[src/rtl/cart_cmd_responder.sv]
module cart_cmd_responder #(
  parameter int          FLAVOR  = 0,
  parameter int          ROM_AW  = 16,
  parameter int          LEN_W   = 16,
  parameter logic [31:0] CHIP_ID = 32'h00A5_3C1E
) (
  input  logic              clk,
  input  logic              rst_n,
  input  logic              cmd_valid,
  input  logic [63:0]       cmd_bytes,
  input  logic [LEN_W-1:0]  xfer_len,
  input  logic              out_ready,
  output logic              out_valid,
  output logic [31:0]       out_data,
  output logic              done
);
  localparam int          WW       = LEN_W - 2;
  localparam logic [31:0] MASK     = (ROM_AW >= 32) ? 32'hFFFF_FFFF : ((32'd1 << ROM_AW) - 32'd1);
  localparam bit          REDIR    = (FLAVOR != 1);
  localparam bit          HAS_NAND = (FLAVOR == 2);

  logic          busy, done_q;
  logic [7:0]    op_q, status_q;
  logic [31:0]   start_q;
  logic [WW-1:0] idx_q, last_q;

  wire [WW-1:0] nwords = xfer_len[LEN_W-1:2];
  wire          accept = cmd_valid && !busy;
  wire          fire   = busy && out_ready;

  always_ff @(posedge clk) begin
    if (!rst_n) begin
      busy     <= 1'b0;
      done_q   <= 1'b0;
      op_q     <= 8'h00;
      start_q  <= 32'h0;
      idx_q    <= '0;
      last_q   <= '0;
      status_q <= 8'h00;
    end else begin
      done_q <= 1'b0;
      if (accept) begin
        op_q    <= cmd_bytes[7:0];
        start_q <= {cmd_bytes[15:8], cmd_bytes[23:16], cmd_bytes[31:24], cmd_bytes[39:32]};
        idx_q   <= '0;
        last_q  <= nwords - 1'b1;
        if (nwords == '0) done_q <= 1'b1;
        else              busy   <= 1'b1;
        if (HAS_NAND) begin
          if (cmd_bytes[7:0] == 8'h94)      status_q <= 8'h00;
          else if (cmd_bytes[7:0] == 8'hB2) status_q <= status_q | 8'h20;
        end
      end else if (fire) begin
        if (idx_q == last_q) begin
          busy   <= 1'b0;
          done_q <= 1'b1;
        end else begin
          idx_q <= idx_q + 1'b1;
        end
      end
    end
  end

  function automatic logic [7:0] rom_byte(input logic [31:0] a);
    logic [31:0] m;
    m = a & MASK;
    return m[7:0] ^ m[15:8] ^ m[23:16] ^ m[31:24] ^ 8'h5A;
  endfunction

  function automatic logic [7:0] resp_byte(input logic [7:0] op, input logic [31:0] st,
                                           input logic [31:0] off, input logic [7:0] stat,
                                           input int j);
    logic [31:0] first, ps, k, pm;
    first = 32'h1000 - {20'h0, st[11:0]};
    if (off >= first) begin
      ps = st + first;
      k  = off - first;
    end else begin
      ps = st;
      k  = off;
    end
    pm = ps & MASK;
    if (REDIR && pm < 32'h8000) pm = 32'h8000 + {23'h0, pm[8:0]};
    case (op)
      8'h9F:        return 8'hFF;
      8'h90, 8'hB8: return CHIP_ID[8*j +: 8];
      8'h00:        return rom_byte({20'h0, off[11:0]});
      8'hB7:        return rom_byte(pm + k);
      8'hD6:        return HAS_NAND ? stat : 8'h00;
      default:      return 8'h00;
    endcase
  endfunction

  for (genvar j = 0; j < 4; j++) begin : g_lane
    wire [31:0] off = 32'(idx_q) * 32'd4 + 32'(j);
    assign out_data[8*j +: 8] = resp_byte(op_q, start_q, off, status_q, j);
  end

  assign out_valid = busy;
  assign done      = done_q;

  p_hold_r2: assert property (@(posedge clk) disable iff (!rst_n)
    out_valid && !out_ready |=> out_valid && $stable(out_data));
  p_done_alone_r3: assert property (@(posedge clk) disable iff (!rst_n)
    done |-> !out_valid);
  p_ignore_busy_r4: assert property (@(posedge clk) disable iff (!rst_n)
    busy && cmd_valid |=> $stable(op_q) && $stable(start_q) && $stable(last_q));
  p_fill_ff_r9: assert property (@(posedge clk) disable iff (!rst_n)
    out_valid && op_q == 8'h9F |-> out_data == 32'hFFFF_FFFF);
  p_chip_id_r10: assert property (@(posedge clk) disable iff (!rst_n)
    out_valid && (op_q == 8'h90 || op_q == 8'hB8) |-> out_data == CHIP_ID);
  p_status_move_r12: assert property (@(posedge clk) disable iff (!rst_n)
    !(cmd_valid && !busy) |=> $stable(status_q));
  p_unknown_zero_r14: assert property (@(posedge clk) disable iff (!rst_n)
    out_valid && !(op_q inside {8'h9F, 8'h90, 8'hB8, 8'h00, 8'hB7, 8'hD6}) |-> out_data == 32'h0);
endmodule

[config.mk]
export PLATFORM = sky130hd
export DESIGN_NAME = cart_cmd_responder
export DESIGN_NICKNAME = d
export VERILOG_FILES = /design/src/rtl/cart_cmd_responder.sv
export SDC_FILE = /design/constraint.sdc
export NUM_CORES = 1
export LEC_CHECK = 0
export ABC_AREA = 1
export BUFFER_PORTS_ARGS = -buffer_cell sky130_fd_sc_hd__buf_2
export CAP_MARGIN = 10
export CORE_AREA = 5 5 158 160
export DETAILED_ROUTE_END_ITERATION = 8
export DIE_AREA = 0 0 163 165
export PLACE_DENSITY = 0.66
export SETUP_SLACK_MARGIN = 0.1
export SYNTH_ARGS = -nofsm -noshare
export SYNTH_HDL_FRONTEND = slang
export SYNTH_SLANG_ARGS = --single-unit
export TNS_END_PERCENT = 100
[constraint.sdc]
create_clock -name clk -period 5.2 [get_ports clk]
set_input_delay 0.52 -clock clk [delete_from_list [all_inputs] [get_ports clk]]
set_output_delay 0.52 -clock clk [all_outputs]
set_load 0.05 [all_outputs]
* After elaboration in Yosys (flattened, before gate mapping) *
Cells that the tools add are included.

word-level totals
  memories kept = 0
  flip-flop bits (word level) = 54
  bits in latches = 0
  logic and storage cells = 92
  bits in read-only memories = 0
  bits in writable memories = 0
  bits of input ports = 84

operators by class
  multiplexer cells = 24
  equal/unequal tests = 6
  reduce and logical (&&, ||, !) cells = 11
  multiply operators = 0
  $lt $le $gt $ge = 8
  $add $sub $neg = 19
  div/mod/pow operators = 0
  shift operators = 0
  bitwise gates (word level) = 18

operators by type and width
  operator                number
  $mux 16                 12
  $ge 17x32->1            3
  $pmux 8 s4              3
  $add 16x16->16          5
  $add 16x9->16 const A   4
  $lt 16x16->1 const B    4
  $sub 16x16->16          3
  $add 16x2->17 const B   2
  $eq 8x8->1 const B      4
  $ge 16x32->1            1
  $not 4->4               8
  $xor 8x4->8             4
  $xor 8x8->8             4
  $pmux 8 s3              1
  $add 16x1->17 const B   1
  $sub 16x14->16          1
  $add 14x1->14 const B   1
  $eq 14x14->1            1
  $logic_not 14->1        1
  $sub 13x12->14 const A  1
  $sub 14x1->14 const B   1
  $logic_not 8->1         1
  $mux 1                  8
  $reduce_bool 2->1       2
  7 further kinds         10

* Longest topological paths before layout *
Gate-level depths: netlist of the first run.

  depth after elaboration = 9
  gate-level depth with buffers = 42
  gate-level depth less buffers = 39

* Least setup slack after synthesis of the first run *
No wires, ideal clock.

  path type = reg-to-output
  start = reg start_q[0]
  end = out out_data[2]
  arrival time = 5.845 ns
  cell stages (with the launch flop) = 39
  path slack = -1.165 ns
  data required time = 4.680 ns
  path through = dfxtp_1 -> inv_1 -> buf_2 -> ha_1 -> nand2_4 -> nor2_8 -> nand2_4 -> nor2_8 -> nand3_4 -> nor2_4 -> nand2_2 -> inv_1 -> ha_1 -> ha_1 -> buf_4 -> nand2_1 -> inv_1 -> nand2_1 -> [... 3 more ...] -> inv_1 -> nand2_2 -> inv_1 -> clkbuf_1 -> nor2_1 -> ha_1 -> inv_1 -> fa_1 -> o21ai_0 -> nand2_1 -> o211ai_1 -> nand2_1 -> nand2_1 -> nand2_1 -> nand2_1 -> xor2_1 -> nor2_1 -> o21ai_0

on the way
  word-level cells in the longest chain between the ends = 8
  elaborated cells between the ends (all ways) = 12
  classes of those cells = add/sub (5); order compare (2); mux (4); bitwise (1)

ends and longest elaborated chain
  item                                                   RTL line  source
  start, declared                                        24        logic [31:0] start_q;
  start signal, assigned                                 44        start_q <= {cmd_bytes[15:8], cmd_bytes[23:16], cmd_bytes[31:24], cmd_bytes[39:32]};
  $sub 13x12->14                                         74        first = 32'h1000 - {20'h0, st[11:0]};
  $ge 16x32->1 / $add 16x16->16 (equally long branches)  75, 76
  $mux 16                                                75        if (off >= first) begin
  $add 16x9->16 / $lt 16x16->1 (equally long branches)   83        if (REDIR && pm < 32'h8000) pm = 32'h8000 + {23'h0, pm[8:0]};
  $mux 16                                                83
  $add 16x16->16 *                                       88        8'hB7: return rom_byte(pm + k);
  $xor 8x8->8 *                                          67        return m[7:0] ^ m[15:8] ^ m[23:16] ^ m[31:24] ^ 8'h5A;
  $pmux 8 s4 *                                           84        case (op)
  end, declared                                          14        output logic [31:0] out_data,

Mark *: on every way between the ends. The rest lies on a longest branch, timed or not.

* Worst setup path after layout of the first run *
  start = reg start_q[1]
  end = out out_data[7]

The elaborated chain is that of the path after synthesis.

==> impl_metrics.csv, run 1 <==
group,metric,value,unit
job,maxCapViolCount,0,
sta,slew_viol_final,0,
sta,fmax,178.8,MHz
sta,setup_violations,32,
routing,drc_errors,0,
synth,synthCells,1757,
sta,fin_crit_sh,107.5,%
setup_path,crit_fanout,4,
floorplan,initial_core_util,44.40,%
clocking,clockBufferDepth,2,
clocking,cts_root_buffer,"clkbuf_16",
setup_path,crit_type,"reg2out",
place,routabilityCongestion,1.062,
setup_path,r2r-end,"idx_q[7]$_SDFFE_PP0P_",
setup_path,crit_path_end_kind,"output pin",
pwr,power.density,148.3,nW/um^2
floorplan,num_io_pins,118,
sta,hold_viol_final,0,
synth,synth_largest_area_cell,"nand2_1",
floorplan,row_count,56,
clocking,cts_inserted_buffers,5,
setup_path,timing.rr.start,"idx_q[6]$_SDFFE_PP0P_",
place,hpwl,37420,um
clocking,cts_tree,"yes",
sta,fin_ws,-391.9,ps
routing,routed-via-count,14030,
routing,wl_per_cell,19.82,um
pwr,p_leak,7.840,nW
synth,synth.cell_area,10330,um^2
setup_path,reg2regPathDepth,12,
clocking,clock_latency,320,ps
routing,wl,49710,um
status,failed_checks,"setup timing",
synth,synth.yosys.seq_area_share,10.47,%
cells_and_area,fin_nets,2367,
setup_path,crit_start,"start_q[1]$_SDFFE_PN0P_",
synth,async_flop_share,0,%
setup_path,r2r_slack,2570,ps
synth,syn_avg_cell_area,5.878,um^2
sta,skew,15.65,ps
cells_and_area,syn2layout_area_growth,62.26,%
synth,synth-edff-count,0,
synth,post-synth-top-count-cell,"nand2_1",
cells_and_area,n_antenna_cell,0,
grt,grt_max_degree,41,
setup_path,worst_setup_path_start_kind,"flip-flop",
place,place.port_buffers,75,
synth,ys_types,61,
grt,grt_pass1_vias,13500,
setup_path,worst_ep_arrival_time,5070,ps
floorplan,die_area,26900,um^2
setup_path,critical_path.endpoint,"out_data[7]",
sta,rsz0062_at_grt,"true",
synth,ys.flop_type,"dfxtp_1",
cells_and_area,drive_gt1_share,43.81,%
clocking,clk_pin_slew_worst_paths,80,ps
grt,globalRoute.totalOverflow,0,
place,post-place-ws,-181.5,ps
clocking,cts.sinks,54,
pwr,vdd_drop_max,0.1771,mV
setup_path,slowest_stage,"dfxtp_2",
hold_path,hold_class,"in2reg",
synth,ys_top_cells_by_count,"416 x nand2_1, 189 x inv_1, 171 x o21ai_0, 142 x nor2_1, 133 x a21oi_1",
grt,grt.total_usage,34.77,%
synth,synth_top_area_share,15.12,%
grt,antenna_found_initial,0,
setup_path,required,4680,ps
synth,synthesis.nets,1936,
synth,netlist_top_cells_area,"nand2_1 15%, ha_1 11%, dfxtp_1 10%",
clocking,htreeDepth,2,
grt,grt_pass1_wl,73040,um
sta,slew_headroom,19.97,%
routing,ant_nets,0,
sta,tightest_slew,1191,ps
sta,holdWs,388.9,ps
sta,min_period,5592,ps
cells_and_area,fillers,1905,
synth,synth_seq_cells,54,
routing,drt_iter0_drc,1225,
floorplan,fp.dieH,165,um
setup_path,critPathMostFrequentCell,"ha_4",
routing,viasPerCell,5.592,
routing,first_pass_iters,8,
floorplan,die_x,163,um
status,status,"complete, but fails checks",
synth,synth_warnings,0,
floorplan,core,23260,um^2
pwr,power,2.484,mW
setup_path,slowest_delay,330,ps
-- flip-flops by register name, summed over array words and instances, names as in the netlist --
signal and flops:
op_q 8, last_q 14, done 1, idx_q 14, out_valid 1, start_q 16
-- through the flow --
| stage | instances | util [%] | instance area, um^2 | setup TNS [ps] |
|---|---|---|---|---|
| 5_1_grt | 2508 | 72.04 | 16760 | -14530 |
| 6_report | 2508 | 72.04 | 16760 | -6959 |
| 3_5_place_dp | 2427 | 58.68 | 13650 | -2002 |
| 4_1_cts | 2483 | 66.35 | 15430 | -3626 |
| 2_1_floorplan | 1757 | - | 10680 | -136.9 |
| 3_3_place_gp | 2427 | 58.68 | 13650 | -971.2 |
-- placed cells by master (no fill, tap or decap), types with 7 or more instances in the layout --
cell and count:
buf_4 364, nand2_1 330, inv_1 174, nor2_1 111, o21ai_0 97, nand3_1 89
a21oi_1 85, nand2_2 79, xor2_1 68, o21ai_1 53, dfxtp_1 51, ha_4 46
ha_1 44, buf_2 43, a21oi_2 42, buf_6 42, nand3_2 41, nor2_2 39
o21ai_2 32, xnor2_1 28, inv_2 27, nand2_4 26, nor2_4 20, o21ai_4 19
nor3_1 19, or2_2 19, nand4_1 19, buf_8 17, nor3_2 13, a21o_1 10
xor2_2 9, nand3b_1 8, buf_12 8, a21oi_4 7
-- how the worst min path moves through the flow --
stage	startpoint	endpoint	slack, ps	cells past startpoint
final	xfer_len[2]	last_q[0]$_SDFFE_PN0P_	390	2
after global placement	op_q[5]$_SDFFE_PN0P_	op_q[5]$_SDFFE_PN0P_	460	2
after floorplan	op_q[5]$_SDFFE_PN0P_	op_q[5]$_SDFFE_PN0P_	450	2
after global routing	xfer_len[2]	last_q[0]$_SDFFE_PN0P_	410	2
after detailed placement	op_q[5]$_SDFFE_PN0P_	op_q[5]$_SDFFE_PN0P_	500	2
after CTS	xfer_len[2]	last_q[0]$_SDFFE_PN0P_	390	2
-- area by class of cell --
type	count	area, um^2	share of cell area (%)
Inverter	209	802.0	4.786
Clock inverter	3	28.78	0.1717
Sequential cell	54	1085	6.474
Clock buffer	5	125.1	0.7467
Multi-Input combinational cell	1441	10390	62.01
Timing Repair Buffer	477	3926	23.43
Tap cell	319	399.1	2.382
-- cell families after synthesis --
group | after synthesis | synth area share [%]
compound gates | 391 | 20.52
buf+inv | 263 | 10.32
fa+ha+maj | 95 | 11.80
flops | 54 | 10.47
simple gates | 848 | 37.82
xor+xnor | 106 | 9.062
-- repair_timing --
action / in CTS / in global routing
gates resized for setup: 301 / 265
pin swaps: 91 / 142
setup buffers: 47 / 26
hold buffers: 0 / 0
gates cloned: 3 / 1
setup endpoints to repair: 32 / 32
-- worst max-delay path: cells and delay by family (launching register included) --
| kind | cells | cell delay, ps |
|---|---|---|
| AO/OA/AOI/OAI | 6 | 960 |
| buffers and inverters | 11 | 1110 |
| flip-flops | 1 | 330 |
| AND/OR/NAND/NOR | 14 | 1530 |
| adder cells (fa/ha/maj) | 4 | 820 |
-- report_power, final --
group | switching, mW | internal (mW) | total, mW
Clock | 0.193 | 0.185 | 0.378
Sequential | 0.0208 | 0.439 | 0.460
Combinational | 0.985 | 0.662 | 1.65
Total | 1.20 | 1.29 | 2.48
-- per-layer routing --
layer / wire length [um] / up-vias / GRT usage [%]
met5: 0 / - / 0
met4: 3489 / 0 / 18.07
met3: 4063 / 221 / 5.615
met2: 22980 / 631 / 59.23
met1: 19170 / 6501 / 42.25
li1: - / 6672 / -
No activity file was read; power rests on OpenSTA's default activity.
==> run 2: changes to the inputs <==
--- a/config.mk
+++ b/config.mk
@@ -5,13 +5,12 @@
 export SDC_FILE = /design/constraint.sdc
 export NUM_CORES = 1
 export LEC_CHECK = 0
-export ABC_AREA = 1
+export ABC_AREA = 0
 export BUFFER_PORTS_ARGS = -buffer_cell sky130_fd_sc_hd__buf_2
 export CAP_MARGIN = 10
-export CORE_AREA = 5 5 158 160
+export CORE_AREA = 5 5 152 154
 export DETAILED_ROUTE_END_ITERATION = 8
-export DIE_AREA = 0 0 163 165
-export PLACE_DENSITY = 0.66
+export DIE_AREA = 0 0 157 159
 export SETUP_SLACK_MARGIN = 0.1
 export SYNTH_ARGS = -nofsm -noshare
 export SYNTH_HDL_FRONTEND = slang
==> constraint.sdc (replaced) <==
create_clock -name clk -period 6.9 [get_ports clk]
set_input_delay 0.69 -clock clk [delete_from_list [all_inputs] [get_ports clk]]
set_output_delay 0.69 -clock clk [all_outputs]
set_load 0.05 [all_outputs]
==> impl_metrics.csv, run 2 <==
group,metric,value,unit
status,status,"complete, no violations",
clocking,clockBufferDepth,2,
setup_path,slowest_delay,440,ps
setup_path,critPathMostFrequentCell,"nor2_1",
sta,min_period,6585,ps
routing,wl,40250,um
place,hpwl,31570,um
setup_path,slowest_stage,"o41ai_4",
job,maxCapViolCount,0,
floorplan,initial_core_util,44.37,%
pwr,vdd_drop_max,0.1892,mV
place,place.port_buffers,75,
floorplan,die_area,24960,um^2
sta,hold_viol_final,0,
synth,netlist_top_cells_area,"xnor2_1 12%, ha_1 12%, dfxtp_1 11%",
synth,syn_avg_cell_area,6.900,um^2
grt,grt_max_degree,54,
place,post-place-ws,178.2,ps
synth,post-synth-top-count-cell,"nand2_1",
synth,ys_top_cells_by_count,"214 x nand2_1, 132 x xnor2_1, 129 x nor2_1, 111 x a21oi_1, 91 x ha_1",
setup_path,required,6210,ps
setup_path,timing.rr.start,"idx_q[2]$_SDFFE_PP0P_",
floorplan,core,21550,um^2
synth,synth.cell_area,9563,um^2
grt,antenna_found_initial,0,
cells_and_area,mostFrequentLayoutCells,"210 x nand2_1, 130 x xnor2_1, 126 x nor2_1",
cells_and_area,fin_cells,1766,
sta,slew_headroom,24.28,%
setup_path,path_buf_inv,6,
setup_path,crit_path_end_kind,"output pin",
synth,synth_top_area_share,12.09,%
routing,viasPerCell,5.917,
sta,fmax,151.9,MHz
setup_path,r2r_slack,4380,ps
routing,drc_errors,0,
cells_and_area,largest_reg_flops,16,
cells_and_area,top_register,"start_q",
setup_path,cp.depth,25,
cells_and_area,fillers,2222,
synth,synthesis.nets,1565,
sta,rsz0062_at_grt,"true",
clocking,clock_latency,290,ps
cells_and_area,fin_nets,1665,
floorplan,die_x,157,um
floorplan,fp.dieH,159,um
clocking,cts_inserted_buffers,5,
synth,synth_largest_area_cell,"xnor2_1",
synth,async_flop_share,0,%
clocking,cts_hold_buf,0,
cells_and_area,n_antenna_cell,0,
cells_and_area,final_common_cell,"nand2_1",
setup_path,cp_top_family,"compound AO/OA/AOI/OAI gates",
cells_and_area,reg.largest.list,"start_q: 16 flops, idx_q: 14 flops, last_q: 14 flops",
clocking,cts_tree,"yes",
sta,fin_ws,315.3,ps
grt,grt_pass1_vias,9775,
hold_path,hold_class,"reg2reg",
setup_path,crit_type,"reg2out",
sta,fin_crit_sh,95.43,%
pwr,power.density,134.7,nW/um^2
grt,grt_pass1_wl,59490,um
place,place_inst,1749,
clocking,clk_pin_slew_worst_paths,70,ps
routing,routed-via-count,10450,
sta,skew,8.287,ps
routing,drt_iter0_drc,776,
clocking,cts_root_buffer,"clkbuf_16",
cells_and_area,drive_gt1_share,17.56,%
setup_path,worst_setup_path_start_kind,"flip-flop",
place,placed_cell_area,10710,um^2
grt,globalRoute.totalOverflow,0,
routing,ant_nets,0,
routing,first_pass_iters,5,
setup_path,r2r-end,"idx_q[10]$_SDFFE_PP0P_",
cells_and_area,final_cell_area,11260,um^2
grt,grt.total_usage,31.12,%
clocking,htreeDepth,2,
sta,setup_violations,0,
setup_path,reg2regPathDepth,10,
setup_path,worst_ep_arrival_time,5890,ps
floorplan,row_count,54,
synth,synth_warnings,0,
routing,wl_per_cell,22.79,um
setup_path,crit_fanout,11,
sta,tightest_slew,1133,ps
clocking,cts.sinks,54,
synth,ys_types,74,
pwr,p_leak,5.203,nW
setup_path,crit_start,"start_q[4]$_SDFFE_PN0P_",
synth,synth-edff-count,0,
floorplan,num_io_pins,118,
synth,ys.flop_type,"dfxtp_1",
cells_and_area,syn2layout_area_growth,17.77,%
sta,slew_viol_final,0,
synth,synth_seq_cells,54,
setup_path,critical_path.endpoint,"out_data[30]",
synth,synth.yosys.seq_area_share,11.30,%
place,routabilityCongestion,1.008,
synth,synthCells,1386,
==> run 2: cells by family (layout without fill, tap and decap cells) <==
group | count (synthesis) | in the layout | synth area share [%]
and+or+nand+nor | 519 | 519 | 24.79
xor gates and xnor gates | 197 | 197 | 18.04
AOI/OAI and AO/OA | 390 | 391 | 27.07
adders and majority gates | 95 | 95 | 12.74
buffers and inverters | 120 | 219 | 4.854
DFF | 54 | 54 | 11.30
muxes | 11 | 11 | 1.191
==> run 2: how the worst min path moves through the flow <==
| stage | slack [ps] | end | startpoint | depth (start not counted) |
|---|---|---|---|---|
| floorplan | 450 | op_q[6]$_SDFFE_PN0P_ | op_q[6]$_SDFFE_PN0P_ | 2 |
| global placement | 470 | op_q[1]$_SDFFE_PN0P_ | op_q[1]$_SDFFE_PN0P_ | 2 |
| detailed placement | 480 | op_q[1]$_SDFFE_PN0P_ | op_q[1]$_SDFFE_PN0P_ | 2 |
| CTS | 490 | op_q[1]$_SDFFE_PN0P_ | op_q[1]$_SDFFE_PN0P_ | 2 |
| global route | 530 | op_q[2]$_SDFFE_PN0P_ | op_q[2]$_SDFFE_PN0P_ | 2 |
| finish | 480 | op_q[4]$_SDFFE_PN0P_ | op_q[4]$_SDFFE_PN0P_ | 2 |
==> run 2: report_power, final <==
part	leakage (nW)	switching (mW)	internal (mW)	total (mW)
registers	0.444	0.0196	0.328	0.348
clock network	0.0629	0.108	0.133	0.241
logic	4.70	0.609	0.319	0.929
total	5.20	0.737	0.780	1.52
==> run 2: stage by stage <==
step | utilization [%] | hold WS, ps | power, mW | TNS (ps)
final | 52.25 | 481.7 | 1.517 | 0
after global routing | 52.25 | 525.5 | 1.585 | -9.794
after CTS | 50.82 | 486.4 | 1.470 | 0
after detailed placement | 49.68 | 477.0 | 1.217 | 0
after global placement | 49.68 | 470.0 | 1.218 | 0
after floorplan | - | 451.0 | 0.8943 | -104.2
==> run 2: area by class of cell <==
class	count	area, um^2	share of cell area [%]
multi-input cells	1213	8409	74.67
repair buffers	169	1117	9.921
flip-flops and latches	54	1087	9.654
well taps	280	350.3	3.111
inverters	43	161.4	1.433
clock buffers	6	128.9	1.144
clock inverters	1	7.507	0.06666
==> run 2: worst reg2reg max path: cells and delay by family (launching register included) <==
| family | cells | cell delay (ps) |
|---|---|---|
| and+or+nand+nor | 7 | 1540 |
| xor gates and xnor gates | 2 | 350 |
| DFF | 1 | 300 |
| buffers and inverters | 1 | 210 |
==> run 2: timing repair <==
action | in CTS | in global routing
gates resized for setup | 15 | 62
endpoints found under the setup margin | 10 | 24
setup buffers | 4 | 5
pin swaps | 2 | 12
cloned | 0 | 1
==> run 2: layer usage <==
| metal | routed length [um] | vias to the layer above | part of all wire (%) | GRT usage (%) |
|---|---|---|---|---|
| met2 | 18280 | 383 | 45 | 51.11 |
| met5 | 0 | - | 0 | 0 |
| met1 | 16830 | 4861 | 42 | 39.76 |
| met3 | 2566 | 114 | 6.4 | 3.615 |
| li1 | - | 5091 | - | - |
| met4 | 2574 | 0 | 6.4 | 16.21 |
